==> config.mk <==
export PLATFORM = sky130hd
export DESIGN_NAME = ild_top
export DESIGN_NICKNAME = d
export VERILOG_FILES = /design/src/rtl/ild_pkg.sv /design/src/rtl/ild_prefix_scan.sv /design/src/rtl/ild_field_size.sv /design/src/rtl/ild_out_stage.sv /design/src/rtl/ild_top.sv
export SDC_FILE = /design/constraint.sdc
export NUM_CORES = 1
export LEC_CHECK = 0
export BUFFER_PORTS_ARGS = -buffer_cell sky130_fd_sc_hd__buf_2
export CORE_UTILIZATION = 40
export CTS_CLUSTER_SIZE = 14
export DETAILED_ROUTE_END_ITERATION = 7
export MAX_ROUTING_LAYER = met4
export REMOVE_ABC_BUFFERS = 1
export SETUP_SLACK_MARGIN = 0.15
export SYNTH_ARGS = -nofsm -noshare
export SYNTH_HDL_FRONTEND = slang
export SYNTH_SLANG_ARGS = --single-unit
==> constraint.sdc <==
create_clock -name clk -period 19 [get_ports clk]
set_input_delay 0.95 -clock clk [delete_from_list [all_inputs] [get_ports clk]]
set_output_delay 0.95 -clock clk [all_outputs]
set_load 0.005 [all_outputs]
==> src/rtl/ild_pkg.sv <==
// Package: shared types and byte classifiers for the instruction length decoder.
// Assumes 32-bit default operand and address size.
package ild_pkg;

    localparam int unsigned ILD_OFS_W = 5;   // offsets/length; holds worst case 27
    localparam int unsigned ILD_FLD_W = 3;   // displacement / immediate size field
    localparam logic [7:0]  ILD_ESCAPE = 8'h0F;

    typedef enum logic [2:0] {
        PK_NONE, PK_LOCK, PK_REP, PK_REPNE, PK_OPSZ, PK_ADSZ, PK_SEG
    } ild_pfx_kind_e;

    typedef enum logic [2:0] {
        SEG_NONE = 3'd0, SEG_ES = 3'd1, SEG_CS = 3'd2, SEG_SS = 3'd3,
        SEG_DS = 3'd4, SEG_FS = 3'd5, SEG_GS = 3'd6
    } ild_seg_e;

    typedef struct packed {
        logic adsz;
        logic opsz;
        logic repne;
        logic rep;
        logic lock;
    } ild_pfx_t;

    typedef struct packed {
        logic [ILD_OFS_W-1:0] len;
        logic                 len_err;
        logic                 unsup;
        ild_pfx_t             pfx;
        ild_seg_e             seg;
        logic                 two_byte;
        logic [7:0]           opcode;
        logic                 has_modrm;
        logic                 has_sib;
        logic [ILD_FLD_W-1:0] disp_len;
        logic [ILD_FLD_W-1:0] imm_len;
        logic [ILD_OFS_W-1:0] ofs_opc;
        logic [ILD_OFS_W-1:0] ofs_modrm;
        logic [ILD_OFS_W-1:0] ofs_sib;
        logic [ILD_OFS_W-1:0] ofs_disp;
        logic [ILD_OFS_W-1:0] ofs_imm;
    } ild_dec_t;

    // Classify one byte as a prefix kind (PK_NONE if not a prefix).
    function automatic ild_pfx_kind_e pfx_kind(input logic [7:0] b);
        case (b)
            8'hF0:                                    return PK_LOCK;
            8'hF3:                                    return PK_REP;
            8'hF2:                                    return PK_REPNE;
            8'h66:                                    return PK_OPSZ;
            8'h67:                                    return PK_ADSZ;
            8'h26, 8'h2E, 8'h36, 8'h3E, 8'h64, 8'h65: return PK_SEG;
            default:                                  return PK_NONE;
        endcase
    endfunction

    // Map a segment override byte to its code.
    function automatic ild_seg_e seg_code(input logic [7:0] b);
        case (b)
            8'h26:   return SEG_ES;
            8'h2E:   return SEG_CS;
            8'h36:   return SEG_SS;
            8'h3E:   return SEG_DS;
            8'h64:   return SEG_FS;
            8'h65:   return SEG_GS;
            default: return SEG_NONE;
        endcase
    endfunction

endpackage

==> src/rtl/ild_prefix_scan.sv <==
// Prefix scanner: counts the run of prefix bytes at the start of the window
// and merges their effects. Assumes byte 0 is the first instruction byte.
module ild_prefix_scan
    import ild_pkg::*;
#(
    parameter int unsigned WIN_BYTES = 15,
    parameter int unsigned CNT_W     = 5
) (
    input  logic [WIN_BYTES*8-1:0] win,
    output logic [CNT_W-1:0]       pfx_cnt,
    output ild_pfx_t               flags,
    output ild_seg_e               seg
);

    ild_pfx_kind_e kind [WIN_BYTES];

    // Classify every window byte in parallel.
    generate
        for (genvar g = 0; g < WIN_BYTES; g++) begin : g_cls
            assign kind[g] = pfx_kind(win[g*8 +: 8]);
        end
    endgenerate

    // Walk the leading prefix run; the last segment override wins.
    always_comb begin
        logic run;
        run     = 1'b1;
        pfx_cnt = '0;
        flags   = '0;
        seg     = SEG_NONE;
        for (int i = 0; i < WIN_BYTES; i++) begin
            if (run && (kind[i] != PK_NONE)) begin
                pfx_cnt = pfx_cnt + CNT_W'(1);
                case (kind[i])
                    PK_LOCK:  flags.lock  = 1'b1;
                    PK_REP:   flags.rep   = 1'b1;
                    PK_REPNE: flags.repne = 1'b1;
                    PK_OPSZ:  flags.opsz  = 1'b1;
                    PK_ADSZ:  flags.adsz  = 1'b1;
                    PK_SEG:   seg         = seg_code(win[i*8 +: 8]);
                    default:  ;
                endcase
            end else begin
                run = 1'b0;
            end
        end
    end

endmodule

==> src/rtl/ild_field_size.sv <==
// Field sizer: from the opcode byte and the two bytes after it, decides
// the opcode width, presence of the addressing and index bytes, and the
// displacement and immediate sizes. Assumes 32-bit addressing rules.
module ild_field_size
    import ild_pkg::*;
(
    input  logic [7:0]           byte0,     // first opcode byte
    input  logic [7:0]           byte1,     // addressing byte or escaped opcode
    input  logic [2:0]           sib_base,  // low bits of the byte after byte1
    input  logic                 opsz,
    input  logic                 adsz,
    output logic [7:0]           opcode,
    output logic                 two_byte,
    output logic                 has_modrm,
    output logic                 has_sib,
    output logic [ILD_FLD_W-1:0] disp_len,
    output logic [ILD_FLD_W-1:0] imm_len,
    output logic                 unsup
);

    logic [1:0]           mode;
    logic [2:0]           sel;
    logic [2:0]           rm;
    logic                 grp_imm;
    logic                 tbl_miss;
    logic [ILD_FLD_W-1:0] full_imm;

    assign mode     = byte1[7:6];
    assign sel      = byte1[5:3];
    assign rm       = byte1[2:0];
    assign full_imm = opsz ? ILD_FLD_W'(2) : ILD_FLD_W'(4);

    // Opcode table lookup.
    always_comb begin
        two_byte  = (byte0 == ILD_ESCAPE);
        opcode    = two_byte ? byte1 : byte0;
        has_modrm = 1'b0;
        imm_len   = '0;
        grp_imm   = 1'b0;
        tbl_miss  = 1'b0;
        if (two_byte) begin
            tbl_miss = 1'b1;
        end else begin
            case (byte0)
                8'h00, 8'h01, 8'h02, 8'h03: has_modrm = 1'b1;
                8'h04: imm_len = ILD_FLD_W'(1);
                8'h05: imm_len = full_imm;
                8'h80, 8'h83: begin
                    has_modrm = 1'b1;
                    imm_len   = ILD_FLD_W'(1);
                    grp_imm   = 1'b1;
                end
                8'h81: begin
                    has_modrm = 1'b1;
                    imm_len   = full_imm;
                    grp_imm   = 1'b1;
                end
                default: tbl_miss = 1'b1;
            endcase
        end
    end

    // Addressing byte decode: index byte presence and displacement size.
    always_comb begin
        has_sib  = has_modrm && (mode != 2'b11) && (rm == 3'b100);
        disp_len = '0;
        if (has_modrm) begin
            case (mode)
                2'b01: disp_len = ILD_FLD_W'(1);
                2'b10: disp_len = ILD_FLD_W'(4);
                2'b00: if ((rm == 3'b101) || (has_sib && (sib_base == 3'b101)))
                           disp_len = ILD_FLD_W'(4);
                default: disp_len = '0;
            endcase
        end
    end

    // Unsupported forms: table miss, foreign group selector, 16-bit addressing.
    assign unsup = tbl_miss
                 || (grp_imm && (sel != 3'b000))
                 || (has_modrm && adsz && (mode != 2'b11));

endmodule

==> src/rtl/ild_out_stage.sv <==
// Output register with a valid/ready handshake. Assumes the consumer may
// stall indefinitely; the held result stays stable while stalled.
module ild_out_stage
    import ild_pkg::*;
(
    input  logic     clk,
    input  logic     rst_n,
    input  logic     in_valid,
    output logic     in_ready,
    input  ild_dec_t d,
    output logic     out_valid,
    input  logic     out_ready,
    output ild_dec_t q
);

    assign in_ready = !out_valid || out_ready;

    // Track whether the register holds an undelivered result.
    always_ff @(posedge clk) begin
        if (!rst_n)            out_valid <= 1'b0;
        else if (in_ready)     out_valid <= in_valid;
    end

    // Capture a new result on every accepted window.
    always_ff @(posedge clk) begin
        if (!rst_n)                    q <= '0;
        else if (in_valid && in_ready) q <= d;
    end

endmodule

==> src/rtl/ild_top.sv <==
// Instruction length decoder top: prefix scan, opcode/field sizing, offset
// chain, error detection, and registered output. Assumes byte 0 of the
// window is the first byte of an instruction; bytes past the window read 0.
module ild_top
    import ild_pkg::*;
#(
    parameter int unsigned WIN_BYTES = 15,
    parameter int unsigned MAX_LEN   = 15,
    parameter int unsigned MAX_PFX   = 4
) (
    input  logic                   clk,
    input  logic                   rst_n,
    input  logic                   in_valid,
    output logic                   in_ready,
    input  logic [WIN_BYTES*8-1:0] in_bytes,
    output logic                   out_valid,
    input  logic                   out_ready,
    output logic [ILD_OFS_W-1:0]   out_len,
    output logic                   out_len_err,
    output logic                   out_unsup,
    output logic [4:0]             out_pfx_flags,
    output logic [2:0]             out_seg,
    output logic                   out_two_byte,
    output logic [7:0]             out_opcode,
    output logic                   out_has_modrm,
    output logic                   out_has_sib,
    output logic [ILD_FLD_W-1:0]   out_disp_len,
    output logic [ILD_FLD_W-1:0]   out_imm_len,
    output logic [ILD_OFS_W-1:0]   out_opc_ofs,
    output logic [ILD_OFS_W-1:0]   out_modrm_ofs,
    output logic [ILD_OFS_W-1:0]   out_sib_ofs,
    output logic [ILD_OFS_W-1:0]   out_disp_ofs,
    output logic [ILD_OFS_W-1:0]   out_imm_ofs
);

    localparam int unsigned OFS_W = ILD_OFS_W;

    logic [OFS_W-1:0]     pfx_cnt;
    ild_pfx_t             pfx;
    ild_seg_e             seg;
    logic [7:0]           b0, b1, b2;
    logic [7:0]           opcode;
    logic                 two_byte, has_modrm, has_sib, unsup;
    logic [ILD_FLD_W-1:0] disp_len, imm_len;
    logic [OFS_W-1:0]     ofs_modrm, ofs_sib, ofs_disp, ofs_imm, total;
    ild_dec_t             dec, held;

    // Byte selector with zero fill past the end of the window.
    function automatic logic [7:0] pick(input logic [WIN_BYTES*8-1:0] w,
                                        input logic [OFS_W-1:0] idx);
        logic [7:0] r;
        r = 8'h00;
        for (int i = 0; i < WIN_BYTES; i++)
            if (idx == OFS_W'(i)) r = w[i*8 +: 8];
        return r;
    endfunction

    ild_prefix_scan #(.WIN_BYTES(WIN_BYTES), .CNT_W(OFS_W)) u_scan (
        .win     (in_bytes),
        .pfx_cnt (pfx_cnt),
        .flags   (pfx),
        .seg     (seg)
    );

    // Fetch the opcode byte and the two bytes that may follow it.
    always_comb begin
        b0 = pick(in_bytes, pfx_cnt);
        b1 = pick(in_bytes, pfx_cnt + OFS_W'(1));
        b2 = pick(in_bytes, pfx_cnt + OFS_W'(2));
    end

    ild_field_size u_size (
        .byte0     (b0),
        .byte1     (b1),
        .sib_base  (b2[2:0]),
        .opsz      (pfx.opsz),
        .adsz      (pfx.adsz),
        .opcode    (opcode),
        .two_byte  (two_byte),
        .has_modrm (has_modrm),
        .has_sib   (has_sib),
        .disp_len  (disp_len),
        .imm_len   (imm_len),
        .unsup     (unsup)
    );

    // Offset chain: each field starts where the previous one ends.
    always_comb begin
        ofs_modrm = pfx_cnt + (two_byte ? OFS_W'(2) : OFS_W'(1));
        ofs_sib   = ofs_modrm + OFS_W'(has_modrm);
        ofs_disp  = ofs_sib + OFS_W'(has_sib);
        ofs_imm   = ofs_disp + OFS_W'(disp_len);
        total     = ofs_imm + OFS_W'(imm_len);
    end

    // Assemble the decode record, including the length error.
    always_comb begin
        dec           = '0;
        dec.len       = total;
        dec.len_err   = (pfx_cnt > OFS_W'(MAX_PFX)) || (total > OFS_W'(MAX_LEN));
        dec.unsup     = unsup;
        dec.pfx       = pfx;
        dec.seg       = seg;
        dec.two_byte  = two_byte;
        dec.opcode    = opcode;
        dec.has_modrm = has_modrm;
        dec.has_sib   = has_sib;
        dec.disp_len  = disp_len;
        dec.imm_len   = imm_len;
        dec.ofs_opc   = pfx_cnt;
        dec.ofs_modrm = ofs_modrm;
        dec.ofs_sib   = ofs_sib;
        dec.ofs_disp  = ofs_disp;
        dec.ofs_imm   = ofs_imm;
    end

    ild_out_stage u_out (
        .clk       (clk),
        .rst_n     (rst_n),
        .in_valid  (in_valid),
        .in_ready  (in_ready),
        .d         (dec),
        .out_valid (out_valid),
        .out_ready (out_ready),
        .q         (held)
    );

    // Drive the flat output ports from the held record.
    always_comb begin
        out_len       = held.len;
        out_len_err   = held.len_err;
        out_unsup     = held.unsup;
        out_pfx_flags = held.pfx;
        out_seg       = held.seg;
        out_two_byte  = held.two_byte;
        out_opcode    = held.opcode;
        out_has_modrm = held.has_modrm;
        out_has_sib   = held.has_sib;
        out_disp_len  = held.disp_len;
        out_imm_len   = held.imm_len;
        out_opc_ofs   = held.ofs_opc;
        out_modrm_ofs = held.ofs_modrm;
        out_sib_ofs   = held.ofs_sib;
        out_disp_ofs  = held.ofs_disp;
        out_imm_ofs   = held.ofs_imm;
    end

endmodule

# --- After elaboration in Yosys (flattened, before gate mapping) ---
# Cells that the tools add are included.
totals:
  inputBits: 124
  out_inout_bits: 59
  word_cells: 662
  reg_bits: 58
classes:
  order_cmp: 2
  n_mux: 238
  eq_ne: 312
  reduce_logical: 68
  n_addsub: 21
ops:
  columns: ["cell", "count"]
  rows:
  - ["$pmux W3 S6", 30]
  - ["$eq A8 B6 Y1 const B", 60]
  - ["$eq A8 B7 Y1 const B", 60]
  - ["$eq A8 B8 Y1 const B", 48]
  - ["$mux W8", 31]
  - ["$mux W3", 49]
  - ["$mux W5", 29]
  - ["$eq A3 B3 Y1 const B", 48]
  - ["$eq A5 B4 Y1 const B", 21]
  - ["$mux W1", 96]
  - ["$eq A3 B2 Y1 const B", 30]
  - ["$reduce_or A6 Y1", 15]
  - ["$add A5 B1 Y5 const B", 14]
  - ["$eq A5 B3 Y1 const B", 12]
  - ["$reduce_bool A3 Y1", 16]
  - ["$eq A3 B1 Y1 const B", 15]
  - ["$eq A5 B2 Y1 const B", 6]
  - ["$logic_and A1 B1 Y1", 21]
  - ["$eq A8 B2 Y1 const B", 2]
  - ["$eq A8 B3 Y1 const B", 2]
  - ["$eq A5 B1 Y1 const B", 3]
  - ["$logic_not A5 Y1", 3]
  - ["$add A5 B1 Y5", 2]
  - ["$add A5 B3 Y5", 2]
  - ["other kinds (21)", 26]

# --- Longest topological paths before layout ---
# Gate-level depths: netlist of the first run.
depth:
  depth_word: 64
  ltp_mapped: 67

# --- Hierarchy ---
# A second synthesis of the first run with hierarchy kept.
unflattened:
  cells_unflattened: 1596
  hier_area_um2: 10660.2
modules_own_cells:
  columns: ["mod", "seq_area_each_um2", "instances", "area_each_um2", "cells_per_inst"]
  rows:
  - ["ild_prefix_scan", 0.0, 1, 4630.7, 760]
  - ["ild_top", 0.0, 1, 3439.5, 539]
  - ["ild_out_stage", 1161.1, 1, 2302.2, 253]
  - ["ild_field_size", 0.0, 1, 287.8, 44]

# --- Worst setup path before layout of the first run ---
# OpenSTA, ideal clock, no wires.
synth_timing:
  kind: "in2reg"
  startpoint: "input port in_bytes[3]"
  endpoint: "register u_out.q[51] (netlist bit)"
  arrival_ns: 12.665
  n_path_buf: 4
  setup_time_ns: 0.133
  slack_ns: 6.202
  cell_stages: 66
  t_required_ns: 18.867
  path_cell_list: "buf_2 -> and4b_1 -> a32o_1 -> o32ai_1 -> clkinv_1 -> ha_1 -> nor2_1 -> nor2_1 -> ha_1 -> nand2_1 -> o31ai_1 -> ha_1 -> o31ai_1 -> a31oi_1 -> ha_1 -> a21o_1 -> ha_1 -> nand2_1 -> [... 30 more ...] -> a221o_1 -> mux2i_1 -> nand3_1 -> a31o_1 -> o211ai_1 -> nand3_1 -> nor2_1 -> ha_1 -> ha_1 -> xor2_1 -> ha_1 -> xor2_1 -> ha_1 -> a21oi_1 -> nor2_1 -> xor2_1 -> nor2_1 -> a31oi_1"
synth_lines:
  columns: ["element", "line_no", "source"]
  rows:
  - ["from (decl)", "ild_top.sv:15", "input logic [WIN_BYTES*8-1:0] in_bytes,"]
  - ["to (signal assigned)", "ild_out_stage.sv:26", "if (!rst_n) q <= '0;"]
  - ["to (signal assigned)", "ild_out_stage.sv:27", "else if (in_valid && in_ready) q <= d;"]
  - ["to (decl)", "ild_out_stage.sv:13", "output ild_dec_t q"]

==> flow_summary.ini, run 1 <==
[placed_design]
place_ws_ns = 3.56
place.port_buffers = 181
dp_hpwl_um = 54800
place_area_um2 = 13700
placed_cells = 2388
gp_congestion = 1.13

[worst_setup_path]
slowest_delay_ns = 0.62
critPathArrivalTime_ns = 15.76
start_kind = primary input
path_class = primary input to flop
end_kind = flop
cp_slowest_cell = a2111oi_0
cp_max_fo = 20
cp_data_required_time_ns = 19.17
crit_top_cell = ha_1

[detailed_routing]
wirelength_um = 70000
vias = 17000
ant_nets = 0
drc = 0
viasPerCell = 7.08
wl_per_cell_um = 29.1
drt_iter0_drc = 2420
dr.pass1.iters = 6

[clock_tree]
tritoncts = done
cts_max_level = 3
numCtsBuffers = 9
cts.clk_slew.worst_paths_ns = 0.06
clock_latency_ns = 0.33
ctsResizeCount = 0
cts_hold_buf = 0
cts.sinks = 57
cts_setup_buffers = 0
cts_root_buffer = clkbuf_16
clockBufferDepth = 2

[synthesis]
yosys_warnings = 0
ys_ff_latch = 57
synth_edf_count = 0
synth_cell_type_count = 119
avgSynthCellArea_um2 = 6.63
yosysSeqAreaShare = 0.0911
syn_inst = 1890
synth_flop_cell = dfxtp_1
async_flop_share = 0
synth_area_um2 = 12500

[sta]
fin_crit_sh = 0.820
slew_headroom = 0.332
tns_ns = 0
maxSlewViolCount = 0
finalHoldViolCount = 0
hold-worst-slack_ns = 0.444
fin_ws_ns = 3.41
tightestPinTransition_ns = 0.990
finalSetupViolCount = 0
clock.fmax_ghz = 0.0641
rsz0062_at_grt = no
fin_crit_ns = 15.59
skew_ns = 0.0160

[pwr]
vdd_drop_max_mv = 0.0452
p_per_area_nw_per_um2 = 31.1
power.leakage_nw = 5.40

[floorplan]
ios = 183
start_util = 0.409
fp.dieW_um = 179
die-area_um2 = 32000
die_y_um = 179
core-area_um2 = 30700
placementRows = 64

[finish]
fin_area_um2 = 14000
area_growth_pct = 11.9
fillers = 3327
final_cell_mix = nand2_1 (234), buf_2 (181), nor2_1 (177), o21ai_0 (108), a21oi_1 (99)
drive_above_1_share = 0.164
final_common_cell = nand2_1
final_nets = 2154
layoutNonFillerInstCount = 2405

[global_routing]
grt_max_degree = 59
antenna_found_initial = 1
overflow = 0
grtUsageTotal = 0.437
grt_pass1_wl_um = 101000
grt_pass1_vias = 15200

[worst_hold_path]
hold_class = flop to flop

[flow_run]
cap_violations = 0

[status]
status = finished clean
==> worst max-delay path: cells and delay by family <==
kind                     cells  cell delay, ns
adder cells (fa/ha/maj)     14            4.32
AO/OA/AOI/OAI               20            4.75
AND/OR/NAND/NOR             17            2.90
multiplexers                 3            0.37
XOR/XNOR                     5            0.99
buffers and inverters        5            1.41
==> layer usage <==
layer,GRT usage,routed length (µm),vias to the layer above
li1,-,-,7449
met1,0.586,29000,8094
met2,0.623,29100,1260
met3,0.0997,8420,227
met4,0.186,3500,0
met5,-,0,-
==> cell families (layout without fill, tap and decap cells) <==
family,Yosys count,count (layout),share of synthesized area
adders and majority gates,30,30,0.0307
other,1,2,0.000299
muxes,47,47,0.0418
xor gates and xnor gates,60,60,0.0536
DFF,57,57,0.0911
and+or+nand+nor,914,914,0.377
AOI/OAI and AO/OA,604,604,0.347
buffers and inverters,177,295,0.0589
==> flip-flops by register name (all words and copies together) (netlist names) <==
signal           count
u_out.out_valid      1
u_out.q             56
==> synthesized netlist by cell type, types with 8 or more instances <==
library cell / count / area (µm²)
nor2b_1: 29 / 181
nand2b_1: 27 / 169
clkbuf_1: 81 / 304
a211oi_1: 23 / 173
o31ai_1: 14 / 105
o21a_1: 20 / 150
mux2i_1: 31 / 310
buf_2: 23 / 115
a2111oi_0: 12 / 105
a21boi_0: 24 / 180
o21ai_0: 109 / 546
nand2_1: 235 / 882
o32ai_1: 8 / 70.1
or2_2: 16 / 100
xnor2_1: 30 / 263
nor3_1: 81 / 405
or4_1: 8 / 60.1
o22ai_1: 31 / 194
dfxtp_1: 57 / 1140
and2_1: 28 / 175
nor3b_1: 19 / 143
a31oi_1: 27 / 169
nand3_1: 91 / 455
a21oi_1: 99 / 495
o32a_1: 8 / 80.1
o21ai_1: 14 / 70.1
a221oi_1: 10 / 87.6
nor2_1: 177 / 664
inv_1: 57 / 214
or3_1: 35 / 219
nor4_1: 24 / 150
nand4_1: 49 / 307
a211o_1: 10 / 87.6
o211a_1: 14 / 140
a22oi_1: 19 / 143
o211ai_1: 16 / 120
xnor3_1: 9 / 203
xor2_1: 19 / 166
ha_1: 25 / 313
and3_1: 21 / 131
o2111ai_1: 11 / 96.3
a32oi_1: 10 / 87.6
nand3b_1: 15 / 113
a21o_1: 13 / 97.6
mux2_2: 13 / 146
==> final timing paths <==
path                    from          end  slack [ns]  cells past startpoint
max              in_bytes[3]  u_out.q[51]        3.41                     64
min              u_out.q[34]  u_out.q[34]        0.44                      2
max reg2reg  u_out.out_valid  u_out.q[47]       16.27                      9
min reg2reg      u_out.q[34]  u_out.q[34]        0.44                      2
==> per-stage QoR <==
step	utilization	total power [mW]
5_1_grt	0.457	0.450
3_3_place_gp	0.447	0.263
2_1_floorplan	-	0.189
3_5_place_dp	0.447	0.263
4_1_cts	0.457	0.431
6_report	0.457	0.436
==> cell type report <==
class                      instances  area (µm²)  area share
clock buffer                       9         225      0.0161
antenna                            1        2.50    0.000178
timing repair buffer             218        1180      0.0844
tap                              396         495      0.0353
sequential                        57        1140      0.0814
inverter                          61         229      0.0163
multi-input combinational       1656       10700       0.761
clock inverter                     7        77.6     0.00553
==> power by group <==
| part | total, mW | internal, mW | switching [mW] |
|---|---|---|---|
| Clock | 0.169 | 0.103 | 0.0659 |
| Sequential | 0.127 | 0.125 | 0.00269 |
| Combinational | 0.140 | 0.0445 | 0.0952 |
Power figures use the tool's default switching activity.
==> inputs of run 2 (changes only) <==
Clock period 19 ns to 16.28 ns, I/O delays scaled along.
==> run 2 against run 1 <==
- the flow now finishes with violations (design-rule violations)
- combinational power is 16% higher
- non-clock buffer count is 1 higher
- global-route usage increased by 0.28 points
- first-iteration DRC count increased by 5.2%
- count of clock-buffer cells in the layout rose by 3
- clock power is 17% higher
- worst hold slack improved by 0.012 ns
- core utilization unchanged
- sequential share of layout area unchanged
- critical path depth is 5 lower
- critical path type unchanged
- largest cell class unchanged
==> flow_summary.ini, run 2 (synthesis results as in run 1) <==
[status]
status = complete, but fails checks
violations = design-rule violations

[detailed_routing]
wl_per_cell_um = 29.0
wirelength_um = 69700
dr.pass1.iters = 8
drt_iter0_drc = 2547
vias = 17000
drc = 3
viasPerCell = 7.09
ant_nets = 0

[worst_setup_path]
critPathArrivalTime_ns = 15.59
cp_slowest_cell = nor3_2
crit_top_cell = ha_1
cp_max_fo = 14
slowest_delay_ns = 0.80
end_kind = flop
cp_data_required_time_ns = 16.46
path_class = primary input to flop
start_kind = primary input

[clock_tree]
cts_max_level = 3
cts.clk_slew.worst_paths_ns = 0.05
ctsResizeCount = 0
cts.sinks = 57
clockBufferDepth = 2
clock_latency_ns = 0.35
cts_hold_buf = 0
tritoncts = done
numCtsBuffers = 9
cts_root_buffer = clkbuf_16
cts_setup_buffers = 0

[floorplan]
core-area_um2 = 30700
start_util = 0.409
die_y_um = 179
die-area_um2 = 32000
placementRows = 64
ios = 183
fp.dieW_um = 179

[finish]
largest_register_ffs = 56
final_util = 0.457
final_common_cell = nand2_1
final_cell_mix = nand2_1 (234), buf_2 (181), nor2_1 (177), o21ai_0 (108), a21oi_1 (99)
drive_above_1_share = 0.163
final_nets = 2155
antenna_cells_inserted = 0
reg_top3 = u_out.q x56, u_out.out_valid x1
area_growth_pct = 11.9
largest-register = u_out.q
fillers = 3310
fin_area_um2 = 14000
seqCellArea_um2 = 1140
layoutNonFillerInstCount = 2405
multi_input_area_um2 = 10700

[placed_design]
place.port_buffers = 181
place_area_um2 = 13700
placed_cells = 2389
gp_congestion = 1.11
dp_hpwl_um = 54600

[sta]
hold-worst-slack_ns = 0.456
finalSetupViolCount = 0
rsz0062_at_grt = no
finalHoldViolCount = 0
fin_crit_ns = 15.40
clock.fmax_ghz = 0.0649
maxSlewViolCount = 0
fin_crit_sh = 0.946
tns_ns = 0
slew_headroom = 0.0985
tightestPinTransition_ns = 1.32
skew_ns = 0.0120

[global_routing]
overflow = 0
grt_pass1_wl_um = 102000
grtUsageTotal = 0.440
grt_pass1_vias = 15400
antenna_found_initial = 0
grt_max_degree = 59

[worst_hold_path]
hold_class = flop to flop

[pwr]
p_per_area_nw_per_um2 = 36.2
power.leakage_nw = 5.40
vdd_drop_max_mv = 0.0667

[flow_run]
cap_violations = 0
-- run 2: cell types whose count changed in the layout (fill, tap and decap cells not counted), sizes merged --
cell,delta
clkbuf,+3
inv,-2
buf,+1
clkinv,-1
diode,-1
-- run 2: where the power goes --
part	switching (mW)	internal, mW	total [mW]
clock network	0.0735	0.123	0.197
registers	0.00309	0.146	0.149
logic	0.110	0.0522	0.162
total	0.187	0.321	0.508
-- run 2: final cells by class --
type | count | share of cell area
Tap cell | 396 | 0.0353
Multi-Input combinational cell | 1656 | 0.761
Clock buffer | 12 | 0.0176
Sequential cell | 57 | 0.0814
Timing Repair Buffer | 219 | 0.0849
Clock inverter | 4 | 0.00366
Inverter | 61 | 0.0163
-- run 2: worst paths after layout --
check	startpoint	endpoint	slack [ns]	depth (start not counted)
max	in_bytes[19]	u_out.q[51]	0.88	59
min	u_out.q[28]	u_out.q[28]	0.46	2
max reg2reg	u_out.out_valid	u_out.q[47]	12.51	10
min reg2reg	u_out.q[28]	u_out.q[28]	0.46	2
-- run 2: routing by layer --
metal,part of all wire,GRT usage
met4,0.048,0.173
met1,0.42,0.590
met3,0.12,0.110
met5,0,-
met2,0.41,0.625
-- run 2: worst max-delay path, delay by kind of cell --
family,cells,cell delay (ns)
buf+inv,2,0.24
xor+xnor,4,1.00
compound gates,18,4.19
mux,3,0.37
fa+ha+maj,14,4.46
simple gates,18,4.45
-- run 2: stage by stage --
step	power [mW]	setup WS, ns
floorplan	0.220	2.35
global placement	0.306	1.35
detailed placement	0.306	1.12
CTS	0.503	1.40
global route	0.527	0.153
finish	0.508	0.876
==> inputs of run 3 (changes only) <==
Settings changed: REMOVE_ABC_BUFFERS 1 to unset.
Clock period 16.28 ns to 14.75 ns, I/O delays scaled along.
==> run 3 against run 2 <==
- the run now ends clean
- clock skew decreased by 0.0038 ns
- register-to-register slack got worse by 1.0 ns
- sequential cell count unchanged
- design area increased by 2.3%
- sequential power increased by 10%
- worst hold slack got worse by 0.0083 ns
- critical path type unchanged
- largest power group unchanged
- highest routed layer unchanged
==> flow_summary.ini, run 3 (synthesis results as in run 1) <==
[status]
status = finished clean

[sta]
maxSlewViolCount = 0
skew_ns = 0.00820
fin_crit_sh = 0.940
slew_headroom = 0.141
clock.fmax_ghz = 0.0721
rsz0062_at_grt = no
finalSetupViolCount = 0
fin_crit_ns = 13.86
tightestPinTransition_ns = 1.27
tns_ns = 0
hold-worst-slack_ns = 0.448
fin_ws_ns = 0.887
finalHoldViolCount = 0

[detailed_routing]
vias = 17100
met3_length_um = 8310
dr.pass1.iters = 8
drc = 0
wl_met1_um = 29600
dr_wl_met2_um = 29400
highest_layer = met4
wl_per_cell_um = 29.2
ant_nets = 0
wirelength_um = 71100
viasPerCell = 7.04
drt_iter0_drc = 2362

[pwr]
vdd_drop_max_mv = 0.0432
finalPower_uw = 581
power.leakage_nw = 5.58
p_per_area_nw_per_um2 = 40.5

[floorplan]
die-area_um2 = 32000
start_util = 0.409
die_y_um = 179
core-area_um2 = 30700
placementRows = 64
fp.dieW_um = 179
ios = 183

[worst_setup_path]
r2r_setup_slack_ns = 11.50
rr_endpoint = u_out.q[46]
path_class = primary input to flop
crit_path_start = in_bytes[3]
slowest_delay_ns = 0.57
endpoint = u_out.q[51]
crit_top_cell = ha_1
critPathArrivalTime_ns = 14.04
start_kind = primary input
r2r-start = u_out.out_valid
cp_slowest_cell = fa_1
end_kind = flop
cp_max_fo = 11
reg2regPathDepth = 10
cp_data_required_time_ns = 14.92

[synthesis]
synth_nets = 2041

[clock_tree]
clock_latency_ns = 0.34
tritoncts = done
cts_max_level = 3
clockBufferDepth = 2
numCtsBuffers = 9
cts.sinks = 57
cts.clk_slew.worst_paths_ns = 0.06
cts_hold_buf = 0
cts_root_buffer = clkbuf_16

[global_routing]
grt_pass1_wl_um = 102000
antenna_found_initial = 1
grt_pass1_vias = 15300
grtUsageTotal = 0.447
grt_max_degree = 59
overflow = 0

[worst_hold_path]
hold_class = flop to flop

[placed_design]
place_area_um2 = 13900
place.port_buffers = 181
gp_congestion = 1.14
placed_cells = 2413
place_ws_ns = 0.148
dp_hpwl_um = 56700

[finish]
fillers = 3264
largest-register = u_out.q
fin_area_um2 = 14400
final_nets = 2183
seqCellArea_um2 = 1140
final_cell_mix = nand2_1 (233), buf_2 (181), nor2_1 (175), o21ai_0 (108), a21oi_1 (97)
final_common_cell = nand2_1
layoutNonFillerInstCount = 2434
drive_above_1_share = 0.181
largest_register_ffs = 56
area_growth_pct = 14.5
multi_input_area_um2 = 10700
reg_top3 = u_out.q x56, u_out.out_valid x1
final_util = 0.468

[flow_run]
cap_violations = 0
run 3: final cells by class:
type	instances	share of cell area
diodes	1	0.000174
clock buffers	9	0.0157
clock inverters	7	0.00697
inverters	61	0.0160
multi-input cells	1656	0.748
flip-flops and latches	57	0.0795
well taps	396	0.0345
repair buffers	247	0.0988
run 3: how the worst min path moves through the flow:
stage | from | to | slack [ns] | cells past startpoint
2_1_floorplan | u_out.q[34] | u_out.q[34] | 0.45 | 2
3_3_place_gp | u_out.q[34] | u_out.q[34] | 0.44 | 2
3_5_place_dp | u_out.q[34] | u_out.q[34] | 0.44 | 2
4_1_cts | u_out.q[34] | u_out.q[34] | 0.45 | 2
5_1_grt | u_out.q[34] | u_out.q[34] | 0.47 | 2
6_report | u_out.q[34] | u_out.q[34] | 0.45 | 2
run 3: per-layer routing:
metal,global-route usage,vias up
met3,0.111,236
li1,-,7498
met1,0.594,8137
met2,0.634,1263
met4,0.191,0
met5,-,-
run 3: worst max-delay path, delay by kind of cell:
kind / cells / cell delay [ns]
buffers and inverters: 6 / 1.03
muxes: 4 / 0.71
and+or+nand+nor: 14 / 2.52
AOI/OAI and AO/OA: 20 / 4.07
xor gates and xnor gates: 4 / 0.84
adders and majority gates: 13 / 4.09
run 3: report_power, final:
| part | leakage, nW | internal [mW] | switching, mW |
|---|---|---|---|
| logic | 4.95 | 0.0591 | 0.124 |
| clock network | 0.161 | 0.150 | 0.0842 |
| registers | 0.466 | 0.161 | 0.00334 |
| total | 5.58 | 0.369 | 0.211 |
run 3: what timing repair did:
item,4_1_cts,5_1_grt
gates resized for setup,0,16
setup endpoints to repair,0,9
setup buffers,0,4
